==> src/rtl/mem3w_pkg.sv <==
package mem3w_pkg;
  localparam int OP_W   = 8;
  localparam int ADDR_W = 4;
  localparam logic [OP_W-1:0] OP_RECALL = 8'h85;
  localparam logic [2:0]      READ_TAIL = 3'b110;

  // read instruction: leading one, address, fixed tail 110
  function automatic logic op_is_read(logic [OP_W-1:0] op);
    return op[OP_W-1] && (op[2:0] == READ_TAIL);
  endfunction

  function automatic logic [ADDR_W-1:0] op_addr(logic [OP_W-1:0] op);
    return op[OP_W-2 -: ADDR_W];
  endfunction

  // default preload: high byte 2n+1+base, low byte 2n+base
  function automatic logic [15:0] preload_word(int unsigned idx, int unsigned base);
    logic [7:0] lo, hi;
    lo = 8'((2 * idx + base) & 255);
    hi = 8'((2 * idx + 1 + base) & 255);
    return {hi, lo};
  endfunction
endpackage

==> src/rtl/mem3w_shifter.sv <==
module mem3w_shifter
  import mem3w_pkg::*;
(
  input  logic            clk,
  input  logic            rst_n,
  input  logic            sel,
  input  logic            sclk,
  input  logic            sdi,
  output logic            sclk_fall,
  output logic            op_done,
  output logic [OP_W-1:0] op
);
  localparam int CNT_W = $clog2(OP_W + 1);

  logic             sclk_q;
  logic             sclk_rise;
  logic [CNT_W-1:0] cnt;
  logic             fired;

  assign sclk_rise = sclk && !sclk_q;
  assign sclk_fall = !sclk && sclk_q;
  assign op_done   = sel && sclk_fall && (cnt == CNT_W'(OP_W)) && !fired;

  always_ff @(posedge clk) begin
    if (!rst_n) begin
      sclk_q <= 1'b0;
      cnt    <= '0;
      op     <= '0;
      fired  <= 1'b0;
    end else begin
      sclk_q <= sclk;
      if (!sel) begin
        cnt   <= '0;
        op    <= '0;
        fired <= 1'b0;
      end else begin
        if (sclk_rise && (cnt < CNT_W'(OP_W))) begin
          cnt <= cnt + 1'b1;
          op  <= {op[OP_W-2:0], sdi};
        end
        if (op_done) fired <= 1'b1;
      end
    end
  end

  // chip enable low clears the bit counter
  p_abort_clear_r8: assert property (@(posedge clk) disable iff (!rst_n)
    !sel |=> (cnt == '0));
  // one decode per transaction
  p_single_decode_r4: assert property (@(posedge clk) disable iff (!rst_n)
    op_done |=> !op_done);
endmodule

==> src/rtl/mem3w_store.sv <==
module mem3w_store
  import mem3w_pkg::*;
#(
  parameter int WORDS   = 16,
  parameter int WIDTH   = 16,
  parameter int NV_BASE = 0
) (
  input  logic              clk,
  input  logic              rst_n,
  input  logic              recall,
  input  logic [ADDR_W-1:0] rd_addr,
  output logic [WIDTH-1:0]  rd_word
);
  logic [WORDS-1:0][WIDTH-1:0] nv;
  logic [WORDS-1:0][WIDTH-1:0] shadow;

  for (genvar i = 0; i < WORDS; i++) begin : g_nv
    assign nv[i] = WIDTH'(preload_word(i, NV_BASE));
    // every word equals its non-volatile copy after recall
    p_recall_copy_r3: assert property (@(posedge clk) disable iff (!rst_n)
      recall |=> (shadow[i] == nv[i]));
  end

  always_ff @(posedge clk) begin
    if (!rst_n)      shadow <= '0;
    else if (recall) shadow <= nv;
  end

  assign rd_word = shadow[rd_addr];

  // shadow changes only on recall
  p_shadow_hold_r9: assert property (@(posedge clk) disable iff (!rst_n)
    !recall |=> $stable(shadow));
endmodule

==> src/rtl/mem3w_serout.sv <==
module mem3w_serout #(
  parameter int WIDTH = 16
) (
  input  logic             clk,
  input  logic             rst_n,
  input  logic             sel,
  input  logic             fall,
  input  logic             load,
  input  logic [WIDTH-1:0] word_in,
  output logic             dout,
  output logic             dout_oe
);
  localparam int IDX_W = $clog2(WIDTH);

  logic [WIDTH-1:0] word_q;
  logic [IDX_W-1:0] idx;
  logic             last_bit;

  assign last_bit = (idx == IDX_W'(WIDTH - 1));

  always_ff @(posedge clk) begin
    if (!rst_n) begin
      word_q  <= '0;
      idx     <= '0;
      dout_oe <= 1'b0;
    end else if (!sel) begin
      idx     <= '0;
      dout_oe <= 1'b0;
    end else if (load) begin
      word_q  <= word_in;
      idx     <= '0;
      dout_oe <= 1'b1;
    end else if (dout_oe && fall) begin
      if (last_bit) dout_oe <= 1'b0;
      else          idx     <= idx + 1'b1;
    end
  end

  assign dout = dout_oe ? word_q[idx] : 1'b0;

  // output released after chip enable drops
  p_release_on_deselect_r8: assert property (@(posedge clk) disable iff (!rst_n)
    !sel |=> (!dout_oe && !dout));
  // read decode presents bit 0 at once
  p_first_bit_r5: assert property (@(posedge clk) disable iff (!rst_n)
    (sel && load) |=> (dout_oe && idx == '0 && dout == word_in[0]));
  // each falling edge moves one bit up
  p_advance_r6: assert property (@(posedge clk) disable iff (!rst_n)
    (sel && !load && dout_oe && fall && !last_bit) |=>
      (dout_oe && idx == $past(idx) + 1'b1));
  // release after bit 15
  p_release_r7: assert property (@(posedge clk) disable iff (!rst_n)
    (sel && !load && dout_oe && fall && last_bit) |=> !dout_oe);
endmodule

==> src/rtl/mem3w_device.sv <==
module mem3w_device
  import mem3w_pkg::*;
#(
  parameter int WIDTH   = 16,
  parameter int NV_BASE = 0
) (
  input  logic clk,
  input  logic rst_n,
  input  logic chip_en,
  input  logic ser_clk,
  input  logic ser_in,
  output logic ser_out,
  output logic ser_out_en
);
  localparam int WORDS = 1 << ADDR_W;

  logic            sclk_fall;
  logic            op_done;
  logic [OP_W-1:0] op;
  logic            recall_strobe;
  logic            read_strobe;
  logic [WIDTH-1:0] rd_word;

  mem3w_shifter u_shifter (
    .clk       (clk),
    .rst_n     (rst_n),
    .sel       (chip_en),
    .sclk      (ser_clk),
    .sdi       (ser_in),
    .sclk_fall (sclk_fall),
    .op_done   (op_done),
    .op        (op)
  );

  assign recall_strobe = op_done && (op == OP_RECALL);
  assign read_strobe   = op_done && op_is_read(op);

  mem3w_store #(.WORDS(WORDS), .WIDTH(WIDTH), .NV_BASE(NV_BASE)) u_store (
    .clk     (clk),
    .rst_n   (rst_n),
    .recall  (recall_strobe),
    .rd_addr (op_addr(op)),
    .rd_word (rd_word)
  );

  mem3w_serout #(.WIDTH(WIDTH)) u_serout (
    .clk     (clk),
    .rst_n   (rst_n),
    .sel     (chip_en),
    .fall    (sclk_fall),
    .load    (read_strobe),
    .word_in (rd_word),
    .dout    (ser_out),
    .dout_oe (ser_out_en)
  );

  // a decoded non-read instruction never enables the output
  p_ignored_quiet_r9: assert property (@(posedge clk) disable iff (!rst_n)
    (op_done && !read_strobe && !ser_out_en) |=> !ser_out_en);
endmodule

==> config.mk <==
export PLATFORM = sky130hd
export DESIGN_NAME = mem3w_device
export DESIGN_NICKNAME = d
export VERILOG_FILES = /design/src/rtl/mem3w_pkg.sv /design/src/rtl/mem3w_shifter.sv /design/src/rtl/mem3w_store.sv /design/src/rtl/mem3w_serout.sv /design/src/rtl/mem3w_device.sv
export SDC_FILE = /design/constraint.sdc
export NUM_CORES = 1
export LEC_CHECK = 0
export ABC_AREA = 1
export BUFFER_PORTS_ARGS = -buffer_cell sky130_fd_sc_hd__clkbuf_2
export CORE_UTILIZATION = 25
export DETAILED_ROUTE_END_ITERATION = 10
export GPL_TIMING_DRIVEN = 0
export HOLD_SLACK_MARGIN = 0.02
export PLACE_DENSITY = 0.4
export SYNTH_ARGS = -nofsm -noshare
export SYNTH_HDL_FRONTEND = slang
export SYNTH_SLANG_ARGS = --single-unit
==> constraint.sdc <==
create_clock -name clk -period 2 [get_ports clk]
set_input_delay 0.2 -clock clk [delete_from_list [all_inputs] [get_ports clk]]
set_output_delay 0.2 -clock clk [all_outputs]
set_load 0.03 [all_outputs]
# ---- Word level (Yosys, flattened, before mapping)
# Index checks and enable logic that the tools add are counted.
dict set report op_classes {
  eq_ne 4
  n_addsub 2
  order_cmp 3
  n_mux 8
  bitwise_logic 3
  n_reduce_logical 20
}
# cell n
set op_table {}
lappend op_table {{16-bit binary-select mux with 4-bit select} 1}
lappend op_table {{16-bit two-way mux} 1}
lappend op_table {{1-bit logical AND} 10}
lappend op_table {{4-bit by 5-bit less-than comparator with 1-bit output (second input constant)} 2}
lappend op_table {{4-bit by 1-bit adder with 4-bit output (second input constant)} 2}
lappend op_table {{4-bit == test (second input constant)} 2}
lappend op_table {{8-bit == test (second input constant)} 1}
lappend op_table {{2-bit AND reduction} 4}
lappend op_table {{1-bit two-way mux} 5}
lappend op_table {{1-bit binary-select mux with 4-bit select} 1}
lappend op_table {{4-bit less-than comparator (second input constant)} 1}
lappend op_table {{2-bit nonzero test} 2}
lappend op_table {{3-bit == test (second input constant)} 1}
lappend op_table {{1-bit logical NOT} 3}
lappend op_table {{1-bit inverter} 3}
lappend op_table {{3-bit OR reduction} 1}
dict set report word_totals {
  out_inout_bits 2
  inputBits 5
  elab_cells 52
  regBits 40
}

# ---- Longest topological paths before layout
# Gate-level depths: netlist of the first run.
dict set report logic_depth {
  ltp_word 8
  mapped_depth 8
  depth_no_buf 8
}

# ---- By module
# A second synthesis of the first run with hierarchy kept.
dict set report hier_totals {
  cells_unflattened 249
  hier_area_um2 1720.4
}
# mod area_per_inst_um2 cells_per_inst seq_area_each_um2 n_inst
set modules_own_cells {}
lappend modules_own_cells {mem3w_serout 942.2 135 420.4 1}
lappend modules_own_cells {mem3w_shifter 580.6 79 280.3 1}
lappend modules_own_cells {mem3w_store 147.6 24 20.0 1}
lappend modules_own_cells {mem3w_device 50.0 11 0.0 1}

# ---- Worst setup path before layout of the first run
# OpenSTA, ideal clock, no wires.
dict set report synth_timing {
  kind {reg-to-output}
  start {register u_serout.dout_oe}
  end {output ser_out}
  required_time_ns 1.800
  slack_ns 0.816
  n_path_buf 0
  arrival_ns 0.984
  path_stages_with_launch 4
  cell_sequence {dfxtp_1 a21boi_0 nand2_1 inv_1}
}
dict set report synth_via {
  elab_chain_cells 1
}
# element line
set synth_rtl {}
lappend synth_rtl {{from (decl)} mem3w_serout.sv:11} ;# output logic dout_oe
lappend synth_rtl {{from (signal assigned)} mem3w_serout.sv:25} ;# dout_oe <= 1'b0;
lappend synth_rtl {{from (signal assigned)} mem3w_serout.sv:28} ;# dout_oe <= 1'b0;
lappend synth_rtl {{from (signal assigned)} mem3w_serout.sv:32} ;# dout_oe <= 1'b1;
lappend synth_rtl {{1-bit two-way mux} mem3w_serout.sv:39} ;# assign dout = dout_oe ? word_q[idx] : 1'b0;
lappend synth_rtl {{to (decl)} mem3w_device.sv:12} ;# output logic ser_out,
# No other way between the ends.

# ---- Worst setup path after layout of the first run
dict set report layout_timing {
  start {register u_serout.idx[1]}
  end {output ser_out}
}
dict set report layout_via {
  elab_chain_cells 3
}
# element line
set layout_rtl {}
lappend layout_rtl {{from (decl)} mem3w_serout.sv:16} ;# logic [IDX_W-1:0] idx;
lappend layout_rtl {{from (signal assigned)} mem3w_serout.sv:35} ;# else idx <= idx + 1'b1;
lappend layout_rtl {{1-bit binary-select mux with 4-bit select} mem3w_serout.sv:39}
lappend layout_rtl {{1-bit two-way mux (not written as such)} mem3w_serout.sv:39}
lappend layout_rtl {{1-bit two-way mux} mem3w_serout.sv:39}
# No other way between the ends. The select of a mux whose other input is x is not followed.

==> key figures, run 1 <==
Run status
  • Outcome: complete, no violations

Worst setup path
  • CP required: 1800 ps
  • Max Fanout on Critical Path: 5
  • Worst Setup Start Kind: register
  • Crit end category: output port
  • Worst EP arrival: 1340 ps
  • Kind of critical path: reg -> out

Cells and area
  • Diodes inserted: 0
  • Area grow syn2layout: 12.2%
  • Finished Cell Area: 1460 sq um
  • Layout Nets: 180
  • Final Non-Filler Cells: 238
  • Share of cells above drive strength 1: 29.2%

STA
  • Fin. Hold Viols: 0
  • Final Max Tran Viols: 0
  • Final Setup Violations: 0
  • Final setup TNS: 0 ps
  • Slew margin rel.: 85.5%
  • Slew @ Worst Pin: 215 ps
  • Tmin final: 1540 ps
  • RSZ-0062 raised after global routing: no
  • FMAX: 650 MHz
  • Share of the clock period used by the worst path after layout: 76.9%
  • Clock Skew: 5.19 ps

Synth
  • Mapped Area: 1310 sq um
  • Post-Synthesis Cells: 161
  • Seq/Total Area, Yosys: 38.4%
  • Synth cell types: 29
  • YS warnings: 0
  • Synth area leaders: dfxtp_1 (38%), a21oi_2 (9.4%), inv_1 (7.8%), nand2_1 (7.5%), o21ai_2 (5.4%)
  • Most used DFF post-synth: dfxtp_1
  • Synth Net Count: 169
  • Synth area leader: dfxtp_1
  • EDFF count, synth: 0
  • #FFs+latches synth: 25
  • Avg Inst Size Synth: 8.11 sq um
  • Asr flop ratio synth: 0%
  • Yosys top cell area share: 38.4%
  • Count leader, synth: inv_1
  • Top post-synthesis cells by count: inv_1 (27), nand2_1 (26), dfxtp_1 (25)

Floorplan
  • Die span in y: 74.3 um
  • Die footprint: 5510 sq um
  • Ports: 7
  • Die W: 74.3 um
  • Core area: 4880 sq um
  • Core Rows: 25
  • Initial Util: 26.7%

CTS
  • Clk Latency, worst-skew pair: 270 ps
  • Num CTS Buffers: 3
  • CTS H-tree depth: 1
  • Hold Buf Count CTS: 0
  • TritonCTS clock tree: yes
  • Postcts setup bufs: 0
  • Clk buf depth: 2
  • Cts repair resizes: 0
  • CTS Root Cell: clkbuf_8
  • Clk sinks: 25
  • Clock slew at reported path FFs: 90 ps

GRT
  • Grt ovf: 0
  • First-pass GRT wire length: 4530 um
  • Largest net degree at the start of global routing: 14
  • Antenna violations before repair: 0
  • Tot GR Track Use: 10.9%
  • Vias in the first global route: 981

Pwr
  • PwrDens: 612 nW/um^2
  • Cell-internal power: 0.000675 W
  • Net switching power: 0.000221 W
  • Total power: 0.000896 W
  • Switching share of power: 24.6%
  • Combinational share of power: 8.5%
  • Max IR drop VDD: 0.000300 V
  • Clock network power share: 34.0%
  • Leak: 0.577 nW
  • Sequential Power Share: 57.4%

Placement
  • Placed Area: 1420 sq um
  • Placer Congestion: 0.709
  • # placed instances: 234
  • # port buffers: 6
  • Dpl hpwl: 2020 um

Drt
  • Vias: 1015
  • DR iter-0 viols: 21
  • Total length of routed wires: 2560 um
  • Detail Route Antenna Nets: 0
  • # DRC: 0
  • Routed vias/inst: 4.26
  • Pre-Repair DR Iteration Count: 4
  • Wire length per cell: 10.8 um

Flow run
  • Total of max-cap violations: 0

Hold path
  • Type of the worst min-delay path: in -> reg
[worst paths after layout]
kind	from	to	slack [ps]	cells after the start
setup / recovery	u_serout.idx[1]	ser_out	460	8
hold / removal	rst_n	u_shifter.sclk_q	160	3
setup reg to reg	u_shifter.cnt[0]	u_serout.word_q[9]	640	8
hold reg to reg	u_serout.word_q[11]	u_serout.word_q[11]	470	2
[metrics by stage]
| step | hold slack [ps] | util, % | setup slack, ps |
|---|---|---|---|
| after floorplan | 293 | - | 816 |
| after global placement | 445 | 29.1 | 698 |
| after detailed placement | 446 | 29.1 | 665 |
| after CTS | 160 | 30.0 | 429 |
| after global routing | 172 | 30.0 | 290 |
| final | 163 | 30.0 | 461 |
[power groups by stage]
stage	clock [W]	combinational [W]	sequential (W)
after floorplan	0	0.0000595	0.000524
after global placement	0	0.0000762	0.000526
after detailed placement	0	0.0000780	0.000527
after CTS	0.000320	0.0000782	0.000515
after global routing	0.000345	0.0000842	0.000516
final	0.000305	0.0000763	0.000515
[final cells by class]
| type | count | area, sq um |
|---|---|---|
| Fill cell | 556 | 3420 |
| Timing Repair Buffer | 6 | 30.0 |
| Sequential cell | 25 | 500 |
| Buffer | 3 | 30.0 |
| Inverter | 32 | 121 |
| Multi-Input combinational cell | 101 | 653 |
| Clock buffer | 4 | 45.0 |
| Tap cell | 67 | 83.8 |
[worst max-delay path, stage by stage, from the launching register on]
cell and delay [ps]:
dfxtp_1 410, inv_1 100, nor2_1 90, nor2_1 40, o21ai_0 70, nand3b_1 90
nand2_1 70, inv_1 40, clkbuf_2 170
[logic make-up (layout without fill, tap and decap cells)]
family                     count (synthesis)  count (layout)  share of synthesized area, %
buffers and inverters                     35              45                          11.6
xor gates and xnor gates                   1               1                         0.671
adders and majority gates                  3               3                          2.88
and+or+nand+nor                           60              60                          25.6
AOI/OAI and AO/OA                         37              37                          20.9
DFF                                       25              25                          38.4
[cells in the final DEF, fill, tap and decap left out, types with 2 or more instances in the layout]
cell type	netlist	layout
inv_1	27	27
nand2_1	26	26
dfxtp_1	25	25
a21oi_2	14	14
nand3_1	9	9
nor2_1	8	8
o21ai_2	8	8
a21oi_1	7	7
clkbuf_2	0	6
o21ai_0	3	3
inv_2	3	3
nand3_2	3	3
o21ai_1	3	3
ha_1	3	3
clkbuf_8	0	3
nand2_2	2	2
nor2_4	2	2
nand2_4	2	2
buf_6	2	2
nor3_1	2	2
nand4_1	2	2
[flip-flops by register name (all words and copies together) (netlist names)]
register and count:
u_shifter.op 8, u_serout.word_q 5, u_serout.idx 4, u_shifter.cnt 4, u_serout.dout_oe 1, u_shifter.fired 1
u_shifter.sclk_q 1, u_store.shadow 1
[layer usage]
| layer | wire, um | part of all wire (%) | vias up | global-route usage, % |
|---|---|---|---|---|
| met3 | 86 | 3.4 | 2 | 3.25 |
| met1 | 1230 | 48 | 466 | 13.4 |
| met4 | 23 | 0.90 | 0 | 3.14 |
| met2 | 1220 | 48 | 12 | 18.5 |
| met5 | 0 | 0 | - | 0 |
| li1 | - | - | 535 | - |
(Power assumes the default switching activity.)
==> run 2: changes to the inputs <==
Settings changed: PLACE_DENSITY 0.4 to 0.42.
Clock period 2 ns to 1.4 ns, I/O delays scaled along.
==> key figures, run 2 (synthesis gave the netlist of run 1 again) <==
Run status
  • Outcome: complete, no violations

CTS
  • TritonCTS clock tree: yes
  • Clock slew at reported path FFs: 80 ps (about the same)
  • CTS H-tree depth: 1 (unchanged)
  • Num CTS Buffers: 3 (unchanged)
  • Hold Buf Count CTS: 0 (unchanged)
  • CTS Root Cell: clkbuf_8
  • Clk Latency, worst-skew pair: 270 ps (about the same)
  • Clk buf depth: 2 (unchanged)
  • Clk sinks: 25 (unchanged)

Worst setup path
  • Max Fanout on Critical Path: 5 (unchanged)
  • Kind of critical path: reg -> out
  • Worst path depth: 8 (unchanged)
  • Reg2Reg Depth: 6 (-2)
  • Worst-path cell chain: inv_4 > nor2_2 > nor2_1 > o21ai_1 > nand3b_1 > nand2_1 > inv_2 > buf_8
  • Crit path max-delay family: flip-flops
  • CP required: 1260 ps (-540 ps)
  • Crit end category: output port
  • Worst path bufs/invs: 3 (unchanged)
  • CP max stage cell: dfxtp_4
  • CP peak stage delay: 390 ps (-20 ps)
  • Worst EP arrival: 1230 ps (-110 ps)
  • Reg2reg setup slack: 150 ps (-490 ps)
  • Worst Setup Start Kind: register

STA
  • Clock Skew: 4.17 ps (-1.02 ps)
  • Tmin final: 1370 ps
  • Share of the clock period used by the worst path after layout: 97.9%
  • Fin. Hold Viols: 0 (unchanged)
  • Slew margin rel.: 84.3% (-1.2 points)
  • Final Setup Violations: 0 (unchanged)
  • Hold_ws: 127 ps (-36.4 ps)
  • Slew @ Worst Pin: 235 ps (+19.7 ps)
  • FMAX: 729 MHz
  • Final Max Tran Viols: 0 (unchanged)
  • RSZ-0062 raised after global routing: yes

Cells and area
  • Finished Cell Area: 1490 sq um (+2.1%)
  • Most common cell after layout, fill and taps aside: nand2_1
  • Biggest regs: u_shifter.op (8), u_serout.word_q (5)
  • Most frequent cells in the layout: nand2_1 (26), inv_1 (23), dfxtp_1 (22)
  • Layout Nets: 180 (unchanged)
  • Share of cells above drive strength 1: 35.7% (+6.4 points)
  • Largest Register: u_shifter.op
  • Final Util: 30.6% (+0.62 points)
  • Diodes inserted: 0 (unchanged)
  • Max FFs per register: 8 (unchanged)
  • Area grow syn2layout: 14.5%

Drt
  • DR iter-0 viols: 21 (unchanged)
  • Vias: 998 (-1.7%)
  • Pre-Repair DR Iteration Count: 4 (unchanged)
  • Routed vias/inst: 4.19 (-1.7%)
  • Total length of routed wires: 2430 um (-5.0%)
  • # DRC: 0 (unchanged)
  • Detail Route Antenna Nets: 0 (unchanged)
  • Wire length per cell: 10.2 um (-5.0%)

Floorplan
  • Die span in y: 74.3 um (unchanged)
  • Die W: 74.3 um (unchanged)
  • Die footprint: 5510 sq um (unchanged)
  • Ports: 7 (unchanged)
  • Initial Util: 26.7% (unchanged)
  • Core Rows: 25 (unchanged)
  • Core area: 4880 sq um (unchanged)

Placement
  • Placed Area: 1420 sq um (unchanged)
  • Placer Congestion: 0.708 (-0.20%)
  • # port buffers: 6 (unchanged)
  • Dpl hpwl: 1940 um (-4.2%)

GRT
  • Antenna violations before repair: 0 (unchanged)
  • First-pass GRT wire length: 4760 um (+5.0%)
  • Largest net degree at the start of global routing: 15 (+1)
  • Grt ovf: 0 (unchanged)
  • Vias in the first global route: 1039 (+5.9%)
  • Tot GR Track Use: 11.2% (+0.32 points)

Pwr
  • Net switching power: 0.000311 W (+41%)
  • Switching share of power: 24.5% (-0.14 points)
  • Max IR drop VDD: 0.000353 V (+18%)
  • Cell-internal power: 0.000958 W (+42%)
  • Sequential Power Share: 57.8% (+0.4 points)
  • Combinational share of power: 8.6% (about the same)
  • Total power: 0.00127 W (+42%)
  • PwrDens: 849 nW/um^2 (+39%)
  • Clock network power share: 33.6% (-0.4 points)
  • Leak: 0.581 nW (+0.73%)

Flow run
  • Total of max-cap violations: 0 (unchanged)

Hold path
  • Worst Hold Depth: 3 (unchanged)
  • Type of the worst min-delay path: in -> reg
[run 2: per-stage QoR]
step                      instances  worst slack (ps)  setup TNS, ps
after floorplan                 161               260              0
after global placement          234               126              0
after detailed placement        234               104              0
final                           238              28.9              0
after global routing            238             -88.2          -88.2
after CTS                       238              2.22              0
[run 2: path summary, 6_finish.rpt]
path	to	start
hold reg to reg	u_serout.word_q[9]	u_serout.word_q[9]
setup / recovery	ser_out	u_serout.idx[1]
hold / removal	u_shifter.sclk_q	rst_n
setup reg to reg	u_serout.idx[3]	u_serout.idx[1]
[run 2: worst register-to-register path: stages, from the launching register on]
cell and delay [ps]:
dfxtp_4 390, ha_1 200, nand3_1 120, nand3_2 130, clkinv_1 130, o21ai_1 120, a21oi_2 60
[run 2: cell type report]
type                    count  area [sq um]
well taps                  67          83.8
clock buffers               3          41.3
clock inverters             1          5.00
flip-flops and latches     25           507
inverters                  32           124
multi-input cells         101           663
plain buffers               3          30.0
fillers                   552          3390
repair buffers              6          40.0
[run 2: power by group through the flow]
| stage | clock network, W | logic [W] | registers (W) |
|---|---|---|---|
| 2_1_floorplan | 0 | 0.0000850 | 0.000749 |
| 3_3_place_gp | 0 | 0.000108 | 0.000751 |
| 3_5_place_dp | 0 | 0.000111 | 0.000751 |
| 4_1_cts | 0.000454 | 0.000112 | 0.000733 |
| 5_1_grt | 0.000489 | 0.000123 | 0.000736 |
| 6_report | 0.000426 | 0.000109 | 0.000733 |
[run 2: layer usage]
layer / track usage [%] / wire (um) / part of all wire [%]
met1: 13.8 / 1220 / 50
met2: 18.7 / 1130 / 46
met3: 3.39 / 63 / 2.6
met4: 3.77 / 29 / 1.2
met5: 0 / 0 / 0
[run 2: what timing repair did]
item                       in CTS  in global routing
pin swaps                       0                  2
setup endpoints to repair       1                  7
buffers inserted                0                  0
gates resized for setup         7                 10
==> run 3: changes to the inputs <==
--- a/config.mk
+++ b/config.mk
@@ -13,5 +13,6 @@
 export HOLD_SLACK_MARGIN = 0.02
-export PLACE_DENSITY = 0.42
+export PLACE_DENSITY = 0.41
 export SYNTH_ARGS = -nofsm -noshare
 export SYNTH_HDL_FRONTEND = slang
+export SYNTH_HIERARCHICAL = 1
 export SYNTH_SLANG_ARGS = --single-unit
==> constraint.sdc (replaced) <==
create_clock -name clk -period 1.4 [get_ports clk]
set_input_delay 0.42 -clock clk [delete_from_list [all_inputs] [get_ports clk]]
set_output_delay 0.42 -clock clk [all_outputs]
set_load 0.03 [all_outputs]
==> key figures, run 3 <==
Cells and area
  • Most common cell after layout, fill and taps aside: nand2_1
  • Most frequent cells in the layout: nand2_1 (51), nor2_1 (32), dfxtp_1 (32)
  • Final Util: 35.5% (+4.9 points)
  • Max FFs per register: 16 (+8)
  • Area grow syn2layout: 34.1%
  • Fill count: 722 (+31%)
  • Diodes inserted: 0 (unchanged)
  • Register area: 731 sq um (+44%)
  • Area occupied by multi-input gates: 946 sq um (+43%)
  • Largest Register: u_serout/word_q
  • Biggest regs: u_serout/word_q (16), u_shifter/op (8)
  • Share of cells above drive strength 1: 32.3% (-3.4 points)
  • Layout Nets: 286 (+59%)

CTS
  • Clk Latency, worst-skew pair: 290 ps (+20 ps)
  • CTS H-tree depth: 2 (+1)
  • TritonCTS clock tree: yes
  • CTS Root Cell: clkbuf_8
  • Clk buf depth: 2 (unchanged)
  • Clock slew at reported path FFs: 80 ps (about the same)
  • Clk sinks: 36 (+44%)
  • Num CTS Buffers: 5 (+2)

Synth
  • Top post-synthesis cells by count: nand2_1 (54), dfxtp_1 (36), nor2_1 (35)
  • Synth area leader: dfxtp_1
  • Post-Synthesis Cells: 249 (+55%)
  • EDFF count, synth: 0 (unchanged)
  • Synth area leaders: dfxtp_1 (42%), nand2_1 (12%), nor2_1 (7.6%), inv_1 (6.5%), a21oi_1 (5.8%)
  • Mapped Area: 1720 sq um (+32%)
  • Yosys top cell area share: 41.9% (+3.5 points)
  • Synth Area in Simple Gates: 28.1% (+2.5 points)
  • Seq/Total Area, Yosys: 41.9% (+3.5 points)
  • #FFs+latches synth: 36 (+44%)
  • Xor and xnor area share after synthesis: 0.509% (-0.16 points)
  • Synthesized-area fraction occupied by adder cells: 2.18% (-0.69 points)
  • Synth cell types: 27 (-6.9%)
  • Avg Inst Size Synth: 6.91 sq um (-15%)
  • Mux cell area share after synthesis: 0% (unchanged)
  • Compound-Gate Fraction of Synth Area: 12.9% (-8.0 points)
  • Count leader, synth: nand2_1
  • Asr flop ratio synth: 0% (unchanged)
  • Main combinational cell family by area after synthesis: simple AND/OR/NAND/NOR gates
  • YS warnings: 6 (+6)
  • Most used DFF post-synth: dfxtp_1

Run status
  • Failing checks: negative setup slack
  • Outcome: finished, violations left

Drt
  • Detail Route Antenna Nets: 0 (unchanged)
  • Wire length per cell: 11.3 um (+10%)
  • DR iter-0 viols: 42 (+100%)
  • # DRC: 0 (unchanged)
  • Pre-Repair DR Iteration Count: 4 (unchanged)
  • Total length of routed wires: 4010 um (+65%)
  • Routed vias/inst: 4.29 (+2.2%)
  • Vias: 1526 (+53%)

Pwr
  • Sequential Power Share: 50.0% (-7.8 points)
  • Cell-internal power: 0.00160 W (+67%)
  • PwrDens: 889 nW/um^2 (+4.7%)
  • Net switching power: 0.000450 W (+45%)
  • Leak: 0.907 nW (+56%)
  • Clock network power share: 44.1% (+10 points)
  • Max IR drop VDD: 0.000568 V (+61%)
  • Switching share of power: 21.9% (-2.6 points)
  • Combinational share of power: 5.8% (-2.8 points)
  • Total power: 0.00205 W (+62%)

Worst setup path
  • Crit end category: output port
  • Worst Setup Start Kind: register
  • Worst EP arrival: 1430 ps (+200 ps)
  • CP peak stage delay: 370 ps (-20 ps)
  • Worst-path cell chain: buf_6 > o211ai_1 > a21oi_1 > nor2_1 > nor2_4 > buf_8
  • Kind of critical path: reg -> out
  • CP required: 980 ps (-280 ps)
  • Max Fanout on Critical Path: 5 (unchanged)
  • CP max stage cell: dfxtp_4

STA
  • Hold_ws: 355 ps (+228 ps)
  • Share of the clock period used by the worst path after layout: 132% (+34 points)
  • Fin. Hold Viols: 0 (unchanged)
  • Clock Skew: 6.71 ps (+2.53 ps)
  • Final Setup Violations: 16 (+16)
  • Tmin final: 1850 ps (+483 ps)
  • RSZ-0062 raised after global routing: yes
  • FMAX: 539 MHz (-26%)
  • Final Max Tran Viols: 0 (unchanged)
  • Setup ws final: -454 ps (-483 ps)

GRT
  • First-pass GRT wire length: 6980 um (+47%)
  • Antenna violations before repair: 0 (unchanged)
  • Vias in the first global route: 1483 (+43%)
  • Grt ovf: 0 (unchanged)
  • Tot GR Track Use: 12.3% (+1.0 points)
  • Largest net degree at the start of global routing: 13 (-2)

Floorplan
  • Ports: 7 (unchanged)
  • Core area: 6490 sq um (+33%)
  • Core Rows: 29 (+16%)
  • Initial Util: 26.5% (-0.26 points)
  • Die span in y: 85.0 um (+14%)
  • Die footprint: 7220 sq um (+31%)
  • Die W: 85.0 um (+14%)

Placement
  • Dpl hpwl: 2710 um (+40%)
  • # port buffers: 6 (unchanged)
  • DP Worst Slack: -291 ps (-395 ps)
  • Placer Congestion: 0.689 (-2.6%)

Hold path
  • Type of the worst min-delay path: in -> reg

Flow run
  • Total of max-cap violations: 0 (unchanged)
==> run 3: cell families (layout without fill, tap and decap cells) <==
| family | Yosys count | after routing |
|---|---|---|
| AO/OA/AOI/OAI | 42 | 42 |
| other | 1 | 7 |
| adder cells (fa/ha/maj) | 3 | 3 |
| flip-flops | 36 | 36 |
| buffers and inverters | 50 | 74 |
| XOR/XNOR | 1 | 1 |
| AND/OR/NAND/NOR | 116 | 116 |
==> run 3: what timing repair did <==
item	in CTS	in global routing
cloned	3	0
pin swaps	9	10
setup buffers	4	3
resized for setup	36	18
hold buffers	0	0
setup endpoints to repair	18	23
==> run 3: critical path: cells and delay by family, from the launching register on <==
family / cells / cell delay [ps]
compound gates: 2 / 280
buf+inv: 2 / 260
flops: 1 / 370
simple gates: 2 / 230
==> run 3: path summary, 6_finish.rpt <==
kind	from	endpoint	slack, ps	cells after the start
min	ser_in	u_shifter/op[0]	360	3
max	u_serout/idx[0]	ser_out	-450	6
max reg2reg	u_shifter/cnt[0]	u_serout/word_q[6]	-80	10
min reg2reg	u_serout/word_q[3]	u_serout/word_q[3]	460	2
==> run 3: per-stage QoR <==
step / std cells / cell area, sq um / TNS (ps)
2_1_floorplan: 255 / 1810 / -24.3
3_3_place_gp: 338 / 1930 / -4890
3_5_place_dp: 338 / 1930 / -4700
5_1_grt: 356 / 2310 / -3210
4_1_cts: 353 / 2210 / -1870
6_report: 356 / 2310 / -1490
==> run 3: power by group through the flow <==
stage / clock (W) / sequential, W / combinational, W
2_1_floorplan: 0 / 0.00105 / 0.0000698
3_3_place_gp: 0 / 0.00106 / 0.000101
3_5_place_dp: 0 / 0.00106 / 0.0000982
4_1_cts: 0.000941 / 0.00103 / 0.000118
5_1_grt: 0.000988 / 0.00103 / 0.000134
6_report: 0.000905 / 0.00103 / 0.000120
==> run 3: cell type report <==
class,count,share of cell area (%)
Inverter,32,5.64
Multi-Input combinational cell,169,41.0
Timing Repair Buffer,16,6.51
Clock inverter,2,1.52
Clock buffer,6,3.15
Sequential cell,36,31.7
Buffer,18,6.34
Tap cell,77,4.18
==> run 3: metal layers <==
metal	track usage (%)	routed length, um	up-vias
met1	14.8	1940	690
met2	21.0	1960	7
met3	3.21	89	5
met5	0	0	-
li1	-	-	824
met4	4.47	23	0
